### src/rtl/serial_rx_pkg.sv
package serial_rx_pkg;

    typedef enum logic [2:0] {
        RX_IDLE   = 3'd0,
        RX_START  = 3'd1,
        RX_DATA   = 3'd2,
        RX_PARITY = 3'd3,
        RX_STOP   = 3'd4,
        RX_BREAK  = 3'd5
    } rx_state_e;

    typedef enum logic [2:0] {
        PAR_EVEN  = 3'd0,
        PAR_ODD   = 3'd1,
        PAR_SPACE = 3'd2,
        PAR_MARK  = 3'd3,
        PAR_NONE  = 3'd4
    } par_mode_e;

    typedef struct packed {
        logic ready;
        logic overrun;
        logic parity_err;
        logic frame_err;
    } rx_flags_t;

    // Modes 4..7 all disable the parity bit.
    function automatic logic parity_used(input logic [2:0] mode);
        return !mode[2];
    endfunction

endpackage

### src/rtl/serial_rx_sync.sv
module serial_rx_sync #(
    parameter int STAGES = 2
) (
    input  logic clk,
    input  logic rst_n,
    input  logic din,
    output logic dout
);
    logic [STAGES-1:0] stage_q;

    for (genvar i = 0; i < STAGES; i++) begin : g_stage
        if (i == 0) begin : g_first
            always_ff @(posedge clk or negedge rst_n) begin
                if (!rst_n) stage_q[i] <= 1'b1;
                else        stage_q[i] <= din;
            end
        end else begin : g_next
            always_ff @(posedge clk or negedge rst_n) begin
                if (!rst_n) stage_q[i] <= 1'b1;
                else        stage_q[i] <= stage_q[i-1];
            end
        end
    end

    assign dout = stage_q[STAGES-1];
endmodule

### src/rtl/serial_rx_fsm.sv
module serial_rx_fsm
    import serial_rx_pkg::*;
#(
    parameter int DATA_BITS  = 8,
    parameter int OVERSAMPLE = 16
) (
    input  logic                 clk,
    input  logic                 rst_n,
    input  logic                 tick,
    input  logic                 rxd_s,
    input  logic                 par_used,
    output logic [DATA_BITS-1:0] shift_q,
    output logic                 par_q,
    output logic                 done,
    output logic                 stop_bad
);
    localparam int CW = $clog2(OVERSAMPLE);
    localparam int BW = $clog2(DATA_BITS);
    localparam logic [CW-1:0] MID_CNT  = CW'(OVERSAMPLE / 2 - 1);
    localparam logic [CW-1:0] LAST_CNT = CW'(OVERSAMPLE - 1);
    localparam logic [BW-1:0] LAST_BIT = BW'(DATA_BITS - 1);

    rx_state_e     state_q, state_d;
    logic [CW-1:0] os_q;
    logic [BW-1:0] bit_q;
    logic          mid_hit, bit_hit;

    assign mid_hit = tick && (os_q == MID_CNT);
    assign bit_hit = tick && (os_q == LAST_CNT);

    // State register
    always_ff @(posedge clk or negedge rst_n) begin
        if (!rst_n) state_q <= RX_IDLE;
        else        state_q <= state_d;
    end

    // Transitions
    always_comb begin
        state_d = state_q;
        unique case (state_q)
            RX_IDLE:   if (tick && !rxd_s) state_d = RX_START;
            RX_START:  if (mid_hit) state_d = rxd_s ? RX_IDLE : RX_DATA;
            RX_DATA:   if (bit_hit && bit_q == LAST_BIT)
                           state_d = par_used ? RX_PARITY : RX_STOP;
            RX_PARITY: if (bit_hit) state_d = RX_STOP;
            RX_STOP:   if (bit_hit) state_d = rxd_s ? RX_IDLE : RX_BREAK;
            RX_BREAK:  if (rxd_s) state_d = RX_IDLE;
            default:   state_d = RX_IDLE;
        endcase
    end

    // Oversample counter, bit index, shift and parity capture
    always_ff @(posedge clk or negedge rst_n) begin
        if (!rst_n) begin
            os_q    <= '0;
            bit_q   <= '0;
            shift_q <= '0;
            par_q   <= 1'b0;
        end else begin
            if (state_q == RX_IDLE || state_q == RX_BREAK) begin
                os_q <= '0;
            end else if (tick) begin
                if ((state_q == RX_START) ? mid_hit : bit_hit) os_q <= '0;
                else                                           os_q <= os_q + CW'(1);
            end

            if (state_q != RX_DATA)  bit_q <= '0;
            else if (bit_hit)        bit_q <= bit_q + BW'(1);

            if (state_q == RX_DATA && bit_hit)
                shift_q <= {rxd_s, shift_q[DATA_BITS-1:1]};

            if (state_q == RX_PARITY && bit_hit)
                par_q <= rxd_s;
        end
    end

    // Outputs
    always_comb begin
        done     = (state_q == RX_STOP) && bit_hit;
        stop_bad = done && !rxd_s;
    end
endmodule

### src/rtl/serial_rx_parchk.sv
module serial_rx_parchk
    import serial_rx_pkg::*;
#(
    parameter int DATA_BITS = 8
) (
    input  logic [2:0]           mode,
    input  logic [DATA_BITS-1:0] data,
    input  logic                 pbit,
    output logic                 err
);
    logic even_bit;
    assign even_bit = ^data;

    always_comb begin
        case (mode)
            PAR_EVEN:  err = (pbit != even_bit);
            PAR_ODD:   err = (pbit == even_bit);
            PAR_SPACE: err = pbit;
            PAR_MARK:  err = !pbit;
            default:   err = 1'b0;
        endcase
    end
endmodule

### src/rtl/serial_rx_flags.sv
module serial_rx_flags
    import serial_rx_pkg::*;
#(
    parameter int DATA_BITS = 8
) (
    input  logic                 clk,
    input  logic                 rst_n,
    input  logic                 done,
    input  logic [DATA_BITS-1:0] din,
    input  logic                 par_bad,
    input  logic                 stop_bad,
    input  logic                 rd,
    input  logic                 clr,
    output logic [DATA_BITS-1:0] hold_q,
    output rx_flags_t            flags_q
);
    logic ovr_set;
    assign ovr_set = done && flags_q.ready && !rd;

    always_ff @(posedge clk or negedge rst_n) begin
        if (!rst_n) begin
            hold_q  <= '0;
            flags_q <= '0;
        end else begin
            if (done) hold_q <= din;
            flags_q.ready      <= done | (flags_q.ready & ~rd);
            flags_q.overrun    <= ovr_set | (flags_q.overrun & ~clr);
            flags_q.parity_err <= (done & par_bad) | (flags_q.parity_err & ~clr);
            flags_q.frame_err  <= stop_bad | (flags_q.frame_err & ~clr);
        end
    end
endmodule

### src/rtl/serial_rx_status.sv
module serial_rx_status
    import serial_rx_pkg::*;
#(
    parameter int DATA_BITS   = 8,
    parameter int OVERSAMPLE  = 16,
    parameter int SYNC_STAGES = 2
) (
    input  logic                 clk,
    input  logic                 rst_n,
    input  logic                 baud_tick,
    input  logic                 rxd,
    input  logic [2:0]           par_mode,
    input  logic                 rd_strobe,
    input  logic                 ctrl_wr,
    input  logic                 ctrl_rst_status,
    output logic [DATA_BITS-1:0] rx_data,
    output logic                 rx_ready,
    output logic                 rx_overrun,
    output logic                 rx_parity_err,
    output logic                 rx_frame_err
);
    logic                 rxd_s;
    logic [DATA_BITS-1:0] shift_q;
    logic                 par_q, frame_done, stop_bad, par_err;
    rx_flags_t            flags;

    serial_rx_sync #(.STAGES(SYNC_STAGES)) u_sync (
        .clk(clk), .rst_n(rst_n), .din(rxd), .dout(rxd_s)
    );

    serial_rx_fsm #(.DATA_BITS(DATA_BITS), .OVERSAMPLE(OVERSAMPLE)) u_fsm (
        .clk(clk), .rst_n(rst_n), .tick(baud_tick), .rxd_s(rxd_s),
        .par_used(parity_used(par_mode)), .shift_q(shift_q), .par_q(par_q),
        .done(frame_done), .stop_bad(stop_bad)
    );

    serial_rx_parchk #(.DATA_BITS(DATA_BITS)) u_par (
        .mode(par_mode), .data(shift_q), .pbit(par_q), .err(par_err)
    );

    serial_rx_flags #(.DATA_BITS(DATA_BITS)) u_flags (
        .clk(clk), .rst_n(rst_n), .done(frame_done), .din(shift_q),
        .par_bad(par_err), .stop_bad(stop_bad), .rd(rd_strobe),
        .clr(ctrl_wr && ctrl_rst_status), .hold_q(rx_data), .flags_q(flags)
    );

    assign rx_ready      = flags.ready;
    assign rx_overrun    = flags.overrun;
    assign rx_parity_err = flags.parity_err;
    assign rx_frame_err  = flags.frame_err;
endmodule

### config.mk
export PLATFORM = sky130hd
export DESIGN_NAME = serial_rx_status
export DESIGN_NICKNAME = d
export VERILOG_FILES = /design/src/rtl/serial_rx_pkg.sv /design/src/rtl/serial_rx_sync.sv /design/src/rtl/serial_rx_fsm.sv /design/src/rtl/serial_rx_parchk.sv /design/src/rtl/serial_rx_flags.sv /design/src/rtl/serial_rx_status.sv
export SDC_FILE = /design/constraint.sdc
export NUM_CORES = 1
export LEC_CHECK = 0
export ABC_AREA = 1
export BUFFER_PORTS_ARGS = -buffer_cell sky130_fd_sc_hd__buf_2
export CORE_MARGIN = 5
export CORE_UTILIZATION = 51
export CTS_CLUSTER_DIAMETER = 60
export DETAILED_ROUTE_END_ITERATION = 8
export PLACE_DENSITY = 0.71
export SYNTH_ARGS = -nofsm -noshare
export SYNTH_HDL_FRONTEND = slang
export SYNTH_SLANG_ARGS = --single-unit
### constraint.sdc
create_clock -name clk -period 1.2 [get_ports clk]
set_input_delay 0.06 -clock clk [delete_from_list [all_inputs] [get_ports clk]]
set_output_delay 0.06 -clock clk [all_outputs]
set_load 0.05 [all_outputs]
==> flow_summary.yaml, run 1 <==
detailed_routing:
  routedWlPerCell_um: 12.3
  drt_pre_antenna_iters: 4
  drt_wl_total_um: 3750
  via_per_inst: 4.98
  drc: 0
  antenna_left: 0
  num_vias: 1524
  drtIter0Drc: 88
worst_setup_path:
  crit_path_cell_trace: "ha_2 -> nand4_1 -> clkinv_2 -> o21ai_2 -> o21ai_1 -> o2111ai_2 -> nand2_1 -> o21ai_1"
  critical_path.max_stage_delay_ps: 380
  path_common_cell: "o21ai_1"
  rrSetupSlack_ps: -250
  r2r_cells: 8
  slowest_stage: "dfrtp_1"
  crit_family: "compound AO/OA/AOI/OAI gates"
  critical_path_class: "reg -> reg"
  worstSetupEndpointType: "register"
  r2r_end: "u_fsm.state_q[2]"
  critPathMaxFanout: 6
  r2r-start: "u_fsm.os_q[1]"
  worst-path-buf-inv: 1
  start_kind: "register"
  cp_data_arrival_time_ps: 1670
  required_ps: 1420
clock_network:
  clk_pin_slew_ps: 100
  ctsLongestPathBuffers: 2
  cts_buffers: 5
  cts.sinks: 33
  cts_tree: "built"
  h-tree-depth: 2
  clock_latency_ps: 330
  cts_root_buffer: "clkbuf_4"
floorplan:
  start_util_pct: 54.4
  design.core.area_um2: 3100
  design.die.area_um2: 4560
  die_w_um: 67.6
  fp-row-count: 20
  die_h_um: 67.6
  io_pins: 22
timing:
  worst_pin_slew_ps: 410
  period_share_pct: 121
  setup_viol: 31
  clock_skew_ps: 4.89
  rsz0062_at_grt: "true"
  slew_violations: 0
  fin_crit_ps: 1450
  fmax_mhz: 689
  hold_viol_final: 0
  setup_slack_ps: -251
  slew_headroom_pct: 72.7
synthesis:
  avgSynthCellArea_um2: 8.28
  yosys_warnings: 0
  synth_cell_types: 29
  syn_nets: 217
  syn_area_um2: 1690
  synth_cells: 204
  yosys_register_bits: 33
  ys_seq_area_share_pct: 49.0
global_route:
  antenna_found_initial: 0
  overflow: 0
  grt_pass1_vias: 1586
  grt_max_degree: 34
  grtUsageTotal_pct: 19.3
  grt_pass1_wl_um: 6560
placement:
  gp_congestion: 0.828
  dp_hpwl_um: 2720
  io_buffers: 21
  place_inst: 293
run_status:
  status: "finished with violations"
  failed_checks: "setup timing"
layout:
  nets: 274
  drive_above_1_share_pct: 43.5
  utilization_pct: 72.4
  final_cells: 306
  syn2layout_area_growth_pct: 33.0
  diodes: 0
hold_path:
  hold-path-cell-count: 4
  worstHoldEndpoint: "u_flags.flags_q[1]"
  hold_class: "in -> reg"
  hold_start: "ctrl_wr"
power_and_ir_drop:
  pwr_density_cell_nw_per_um2: 1280
  cellLeakagePower_uw: 0.00112
  ir_drop_mv: 0.940
flow_run:
  cap_violations: 0
## cells in the mapped netlist
cell type   n  area, um^2
buf_2       1        5.00
clkbuf_2    1        5.00
o21ai_1    12        60.1
o21ai_2     9        78.8
o2111ai_2   1        15.0
nand3_1    15        75.1
ha_1        3        37.5
nor3_2      1        10.0
xor2_1      2        17.5
clkinv_2    1        5.00
nand2_4     1        11.3
dfstp_2     2        52.6
inv_1      19        71.3
nor2_2      3        18.8
nor2_4      2        22.5
a21oi_2     2        17.5
a21oi_1     2        10.0
and3_1      1        6.26
inv_2       5        18.8
dfrtp_1    31         776
nand2_2     2        12.5
nor2_1     10        37.5
buf_6       1        11.3
nand4_1     1        6.26
or2_1       1        6.26
nor3_1      2        10.0
o21ai_0     7        35.0
nand2_1    65         244
o31ai_2     1        12.5
## logic make-up after synthesis
kind of cell | share of synthesized area, %
and+or+nand+nor | 27.3
adders and majority gates | 2.22
buffers and inverters | 6.89
AOI/OAI and AO/OA | 13.6
DFF | 49.0
xor gates and xnor gates | 1.04
## cell type report
type                       count  area (um^2)
fill                         251          856
timing repair buffer          52          358
clock buffer                   5         37.5
clock inverter                 3         17.5
multi-input combinational    144          855
tap                           44         55.1
inverter                      25         95.1
sequential                    33          830
## per-stage QoR
step | setup TNS [ps] | hold slack, ps | setup WS [ps] | total power (uW) | instance area [um^2]
2_1_floorplan | -2600 | -236 | -174 | 1870 | 1710
3_3_place_gp | -3750 | 102 | -181 | 2160 | 2050
3_5_place_dp | -5150 | 109 | -235 | 2220 | 2050
4_1_cts | -4690 | 5.41 | -240 | 2870 | 2200
5_1_grt | -7820 | 17.3 | -380 | 3050 | 2250
6_report | -4720 | 17.6 | -251 | 2870 | 2250
## power breakdown
part	leakage (uW)	internal, uW	switching [uW]	total [uW]
logic	0.000639	422	586	1010
registers	0.000448	1190	70.1	1260
clock network	0.0000310	221	383	604
total	0.00112	1830	1040	2870
## worst min-delay path: stages
cell,delay (ps)
buf_2,80
nand2_1,70
nand2_1,70
nand2_1,50
## how the worst max path moves through the flow
stage                              from               end  slack (ps)  cells after the start
after detailed placement  u_fsm.os_q[1]  u_fsm.state_q[2]        -230                      8
after global routing      u_fsm.os_q[1]  u_fsm.state_q[1]        -380                      8
after floorplan           u_fsm.os_q[0]  u_fsm.state_q[0]        -170                      8
final                     u_fsm.os_q[1]  u_fsm.state_q[2]        -250                      8
after CTS                 u_fsm.os_q[1]     u_fsm.os_q[0]        -240                      9
after global placement    u_fsm.os_q[0]  u_fsm.shift_q[7]        -180                      7
## timing repair
| item | 4_1_cts | 5_1_grt |
|---|---|---|
| setup buffers | 1 | 1 |
| resized for setup | 10 | 20 |
| cloned | 1 | 0 |
| pin swaps | 6 | 7 |
| hold endpoints to repair | 34 | 0 |
| hold buffers | 3 | 0 |
| setup endpoints to repair | 31 | 31 |
## layout by cell type (no fill, tap or decap), types with 4 or more instances in the layout
cell type	n
buf_2	21
buf_4	27
clkbuf_4	5
dfrtp_1	30
inv_1	14
inv_2	10
nand2_1	55
nand2_2	12
nand3_1	10
nand3_2	4
nor2_1	7
nor2_2	4
nor2_4	4
o21ai_0	6
o21ai_1	12
o21ai_2	10
## flip-flops by register name, summed over array words and instances, names as in the netlist
| signal | cells |
|---|---|
| u_fsm.state_q | 3 |
| u_fsm.shift_q | 8 |
| u_flags.hold_q | 8 |
| u_sync.dout | 1 |
| u_flags.flags_q | 4 |
| u_fsm.os_q | 4 |
| u_sync.stage_q | 1 |
| u_fsm.par_q | 1 |
| u_fsm.bit_q | 3 |
## per-layer routing
layer	global-route usage, %	share of wire [%]	vias up
li1	-	-	773
met1	22.6	44	693
met2	33.9	48	47
met3	5.32	5.9	11
met4	5.82	2.4	0
met5	0	0	-
Note: power is estimated with default switching activity, not from simulation.
==> inputs of run 2 (changes only) <==
--- a/config.mk
+++ b/config.mk
@@ -12,6 +12,7 @@
 export CTS_CLUSTER_DIAMETER = 60
 export DETAILED_ROUTE_END_ITERATION = 8
 export PLACE_DENSITY = 0.71
+export REMOVE_ABC_BUFFERS = 1
 export SYNTH_ARGS = -nofsm -noshare
 export SYNTH_HDL_FRONTEND = slang
 export SYNTH_SLANG_ARGS = --single-unit
==> run 2 against run 1 <==
The flow still finishes with violations (setup timing). Hold slack worse by 15 ps. Final area is 9.0% higher. Clock power is 8.3% higher. First-iteration DRC count is 47% higher. Register-to-register slack worse by 40 ps. Non-clock buffer count is 16 higher. Total power is 11% higher. Combinational power is 25% higher. Flip-flop and latch count stayed put. Wire length is 27% higher. Sequential power hardly changed. Clock skew is 6.2 ps higher.
==> flow_summary.yaml, run 2 (same netlist as run 1, synthesis figures left out) <==
timing:
  clock_skew_ps: 11.1
  fmax_mhz: 671
  fin_setup_tns_ps: -6470
  rsz0062_at_grt: "true"
  period_share_pct: 124
  setup_viol: 31
  setup_slack_ps: -291
  slew_headroom_pct: 72.1
  hold_viol_final: 0
  worst_pin_slew_ps: 418
  slew_violations: 0
  fin_crit_ps: 1490
floorplan:
  fp-row-count: 20
  design.die.area_um2: 4560
  io_pins: 22
  die_w_um: 67.6
  start_util_pct: 54.4
  design.core.area_um2: 3100
  die_h_um: 67.6
worst_setup_path:
  start_kind: "register"
  path_common_cell: "nor2_4"
  cp_data_arrival_time_ps: 1720
  r2r-start: "u_fsm.os_q[1]"
  worstSetupEndpointType: "register"
  r2r_end: "u_fsm.os_q[0]"
  critPathMaxFanout: 2
  required_ps: 1430
  critical_path_class: "reg -> reg"
  critical_path.max_stage_delay_ps: 390
  slowest_stage: "dfrtp_1"
  rrSetupSlack_ps: -290
  crit_family: "simple AND/OR/NAND/NOR gates"
  crit_path_cell_trace: "ha_2 -> buf_4 -> nand3_2 -> nor2_4 -> nor2_4 -> a21oi_4 -> nor2_1 -> nand3_1 -> o21ai_1"
  worst-path-buf-inv: 1
  r2r_cells: 9
detailed_routing:
  antenna_left: 0
  via_per_inst: 5.33
  drtIter0Drc: 129
  routed.top_layer: "met4"
  wl_met3_um: 307
  routedWlPerCell_um: 14.7
  drt_pre_antenna_iters: 4
  dr_wl_met2_um: 2320
  drt-met1-wl_um: 1930
  num_vias: 1720
  drc: 0
  drt_wl_total_um: 4760
global_route:
  antenna_found_initial: 0
  overflow: 0
  grt_pass1_vias: 1699
  grtUsageTotal_pct: 21.7
  grt_max_degree: 34
  grt_pass1_wl_um: 7340
power_and_ir_drop:
  cellLeakagePower_uw: 0.00123
  combPwrFrac_pct: 39.7
  pwr-share-seq_pct: 39.7
  pwr-share-clk_pct: 20.6
  switching_share_pct: 36.9
  ir_drop_mv: 0.856
  p_sw_uw: 1170
  internal_power_uw: 2000
  pwr_density_cell_nw_per_um2: 1300
clock_network:
  cts_buffers: 5
  cts_tree: "built"
  cts_root_buffer: "clkbuf_4"
  ctsLongestPathBuffers: 2
  cts.sinks: 33
  clk_pin_slew_ps: 100
  clock_latency_ps: 330
  h-tree-depth: 2
layout:
  final_cell_mix: "52 x nand2_1, 40 x buf_4, 30 x dfrtp_1"
  postLayoutCellArea_um2: 2450
  multiInputGateArea_um2: 926
  final_common_cell: "nand2_1"
  regArea_um2: 830
  fillCellCount: 214
  utilization_pct: 78.9
  diodes: 0
  drive_above_1_share_pct: 48.0
  final_cells: 323
  top_regs: "u_flags.hold_q (8), u_fsm.shift_q (8)"
  syn2layout_area_growth_pct: 45.0
  nets: 291
run_status:
  status: "finished with violations"
  failed_checks: "setup timing"
flow_run:
  cap_violations: 0
hold_path:
  hold-path-cell-count: 4
  hold_start: "ctrl_rst_status"
  hold_class: "in -> reg"
  worstHoldEndpoint: "u_flags.flags_q[1]"
placement:
  gp_congestion: 0.962
  io_buffers: 21
  place_inst: 296
  dpl_worst_slack_ps: -276
  place_area_um2: 2050
  dp_hpwl_um: 2580
run 2: cell count changes in the layout (fill, tap and decap cells not counted), sizes merged:
| cell | change |
|---|---|
| nand2 | +1 |
| clkinvlp | -1 |
| clkinv | -2 |
| dlygate4sd3 | +1 |
| buf | +15 |
| clkbuf | +3 |
run 2: timing repair:
item / in CTS / in global routing
hold endpoints to repair: 35 / 0
cloned: 3 / 0
setup buffers: 11 / 4
pin swaps: 5 / 15
hold buffers: 4 / 0
setup endpoints to repair: 31 / 31
gates resized for setup: 31 / 27
run 2: worst max-delay path by stage:
stage	from	to	slack (ps)	cells past startpoint
final	u_fsm.os_q[1]	u_fsm.os_q[0]	-290	9
after global routing	u_fsm.os_q[0]	u_fsm.os_q[0]	-370	9
after CTS	u_fsm.os_q[0]	u_fsm.state_q[2]	-250	8
after detailed placement	u_fsm.os_q[0]	u_fsm.state_q[2]	-280	8
after global placement	u_fsm.os_q[0]	u_fsm.shift_q[5]	-200	7
after floorplan	u_fsm.os_q[0]	u_flags.flags_q[1]	-300	7
run 2: per-layer routing:
metal / up-vias / global-route usage [%]
li1: 809 / -
met3: 22 / 4.66
met5: - / 0
met1: 812 / 24.7
met2: 77 / 38.0
met4: 0 / 10.9
run 2: cell type report:
type                       instances  area share [%]
clock buffer                       8            2.40
inverter                          25            4.09
multi-input combinational        145            37.8
sequential                        33            33.9
tap                               44            2.25
timing repair buffer              68            19.6
run 2: tightest hold or removal path: cells and delay by family:
family,cells,cell delay (ps)
and+or+nand+nor,3,190
buffers and inverters,1,70
run 2: stage by stage:
stage | total power [uW] | hold WS, ps
floorplan | 1860 | -236
detailed placement | 2240 | 115
global placement | 2200 | 98.0
finish | 3180 | 2.91
global route | 3390 | 32.6
CTS | 3010 | 5.31
run 2: power groups by stage:
stage          Clock, uW  Combinational (uW)  Sequential, uW
2_1_floorplan          0                 588            1280
3_3_place_gp           0                 935            1270
3_5_place_dp           0                 972            1270
4_1_cts              666                1100            1250
5_1_grt              735                1380            1270
6_report             654                1260            1260
==> inputs of run 3 (changes only) <==
--- a/config.mk
+++ b/config.mk
@@ -11,7 +11,7 @@
 export CORE_UTILIZATION = 51
 export CTS_CLUSTER_DIAMETER = 60
 export DETAILED_ROUTE_END_ITERATION = 8
-export PLACE_DENSITY = 0.71
+export PLACE_DENSITY = 0.75
 export REMOVE_ABC_BUFFERS = 1
 export SYNTH_ARGS = -nofsm -noshare
 export SYNTH_HDL_FRONTEND = slang
==> run 3 against run 2 <==
The flow still finishes with violations (setup timing). First-iteration DRC count shrank 23%. Worst setup slack lost 51 ps. Flip-flop and latch count unchanged. Critical path type unchanged. Largest power group is now combinational cells.
==> flow_summary.yaml, run 3 (same netlist as run 1, synthesis figures left out) <==
global_route:
  grt_pass1_vias: 1613
  grt_use_met3_pct: 4.99
  grt_util_met1_pct: 25.5
  busiest_layer: "met2"
  grtUsageTotal_pct: 21.0
  grtUsageMet2_pct: 34.1
  antenna_found_initial: 0
  grt_pass1_wl_um: 7060
  grt_max_degree: 34
  overflow: 0
clock_network:
  ctsLongestPathBuffers: 2
  cts_root_buffer: "clkbuf_4"
  h-tree-depth: 2
  clock_latency_ps: 340
  clk_pin_slew_ps: 110
  cts.sinks: 33
  cts_buffers: 5
  cts_tree: "built"
worst_setup_path:
  critical_path.max_stage_delay_ps: 430
  path_common_cell: "o21ai_1"
  slowest_stage: "dfrtp_1"
  cp_data_arrival_time_ps: 1760
  start_kind: "register"
  critical_path_class: "reg -> reg"
  worstSetupEndpointType: "register"
  critPathMaxFanout: 6
  crit_path_cell_trace: "ha_4 -> nand4_1 -> clkinv_2 -> o21ai_2 -> o21ai_1 -> o2111ai_2 -> nand2_1 -> o21ai_1"
  required_ps: 1420
floorplan:
  design.core.area_um2: 3100
  start_util_pct: 54.4
  design.die.area_um2: 4560
  io_pins: 22
  die_h_um: 67.6
  fp-row-count: 20
  die_w_um: 67.6
layout:
  nets: 291
  postLayoutCellArea_um2: 2400
  final_common_cell: "nand2_1"
  diodes: 0
  drive_above_1_share_pct: 43.7
  top_regs: "u_flags.hold_q (8), u_fsm.shift_q (8)"
  final_cell_mix: "61 x nand2_1, 42 x buf_4, 31 x dfrtp_1"
  syn2layout_area_growth_pct: 42.1
timing:
  period_share_pct: 129
  fmax_mhz: 648
  setup_viol: 31
  slew_headroom_pct: 72.6
  slew_violations: 0
  worst_pin_slew_ps: 411
  rsz0062_at_grt: "true"
  setup_slack_ps: -342
  fin_setup_tns_ps: -7410
  hold_viol_final: 0
  hold_slack_ps: 32.0
  fin_crit_ps: 1540
  clock_skew_ps: 13.4
detailed_routing:
  routedWlPerCell_um: 13.4
  drt_wl_total_um: 4340
  drtIter0Drc: 99
  num_vias: 1620
  via_per_inst: 5.02
  antenna_left: 0
  drc: 0
  drt_pre_antenna_iters: 4
run_status:
  status: "finished with violations"
  failed_checks: "setup timing"
placement:
  io_buffers: 21
  gp_congestion: 0.771
  dp_hpwl_um: 2530
  place_area_um2: 2070
  dpl_worst_slack_ps: -236
power_and_ir_drop:
  ir_drop_mv: 0.985
  pwr_density_cell_nw_per_um2: 1420
  cellLeakagePower_uw: 0.00120
flow_run:
  cap_violations: 0
hold_path:
  hold_class: "in -> reg"
run 3: cell types whose count changed in the layout (fill, tap and decap cells not counted), moves of 3 or more:
cell / previous run / this run
buf_6: 3 / 0
o21ai_0: 3 / 6
nand2_2: 12 / 6
nand2_1: 52 / 61
nand2_4: 3 / 0
run 3: path summary, 6_finish.rpt:
check | slack [ps] | cells after the start | end | from
worst max-delay path | -340 | 8 | u_fsm.state_q[1] | u_fsm.os_q[0]
worst min-delay path | 30 | 4 | u_flags.flags_q[2] | ctrl_wr
worst max register to register | -340 | 8 | u_fsm.state_q[1] | u_fsm.os_q[0]
worst min register to register | 360 | 0 | u_sync.dout | u_sync.stage_q[0]
max in group asynchronous | 600 | 3 | u_sync.dout | rst_n
min in group asynchronous | 260 | 3 | u_fsm.os_q[1] | rst_n
run 3: layout make-up:
cell class | instances | area [um^2]
well taps | 44 | 55.1
multi-input cells | 144 | 872
inverters | 25 | 95.1
clock inverters | 1 | 5.00
repair buffers | 69 | 480
clock buffers | 7 | 65.1
flip-flops and latches | 33 | 828
fillers | 219 | 702
run 3: report_power, final:
part	internal [uW]	total [uW]	switching, uW
clock	339	729	390
combinational	663	1400	739
sequential	1190	1280	87.4
total	2190	3410	1220
run 3: critical path, delay by kind of cell (launching register included):
family,cells,cell delay [ps]
flip-flops,1,430
AND/OR/NAND/NOR,2,270
adder cells (fa/ha/maj),1,160
AO/OA/AOI/OAI,4,420
buffers and inverters,1,140
run 3: routing by layer:
| layer | wire length [um] | vias to the layer above |
|---|---|---|
| met5 | 0 | - |
| met4 | 116 | 0 |
| met3 | 204 | 11 |
| met2 | 2130 | 37 |
| met1 | 1890 | 767 |
| li1 | - | 805 |
run 3: metrics by stage:
stage          utilization, %  cells  power (uW)
2_1_floorplan               -    201        1860
3_3_place_gp             66.7    298        2270
3_5_place_dp             66.7    298        2290
4_1_cts                  75.3    318        3220
5_1_grt                  77.4    323        3620
6_report                 77.4    323        3410
run 3: repair_timing:
item | CTS | global route
hold buffers | 6 | 0
pin swaps | 9 | 9
buffers inserted | 5 | 6
cloned | 1 | 0
resized for setup | 23 | 6
endpoints found under the hold margin | 36 | 0
endpoints found under the setup margin | 31 | 31
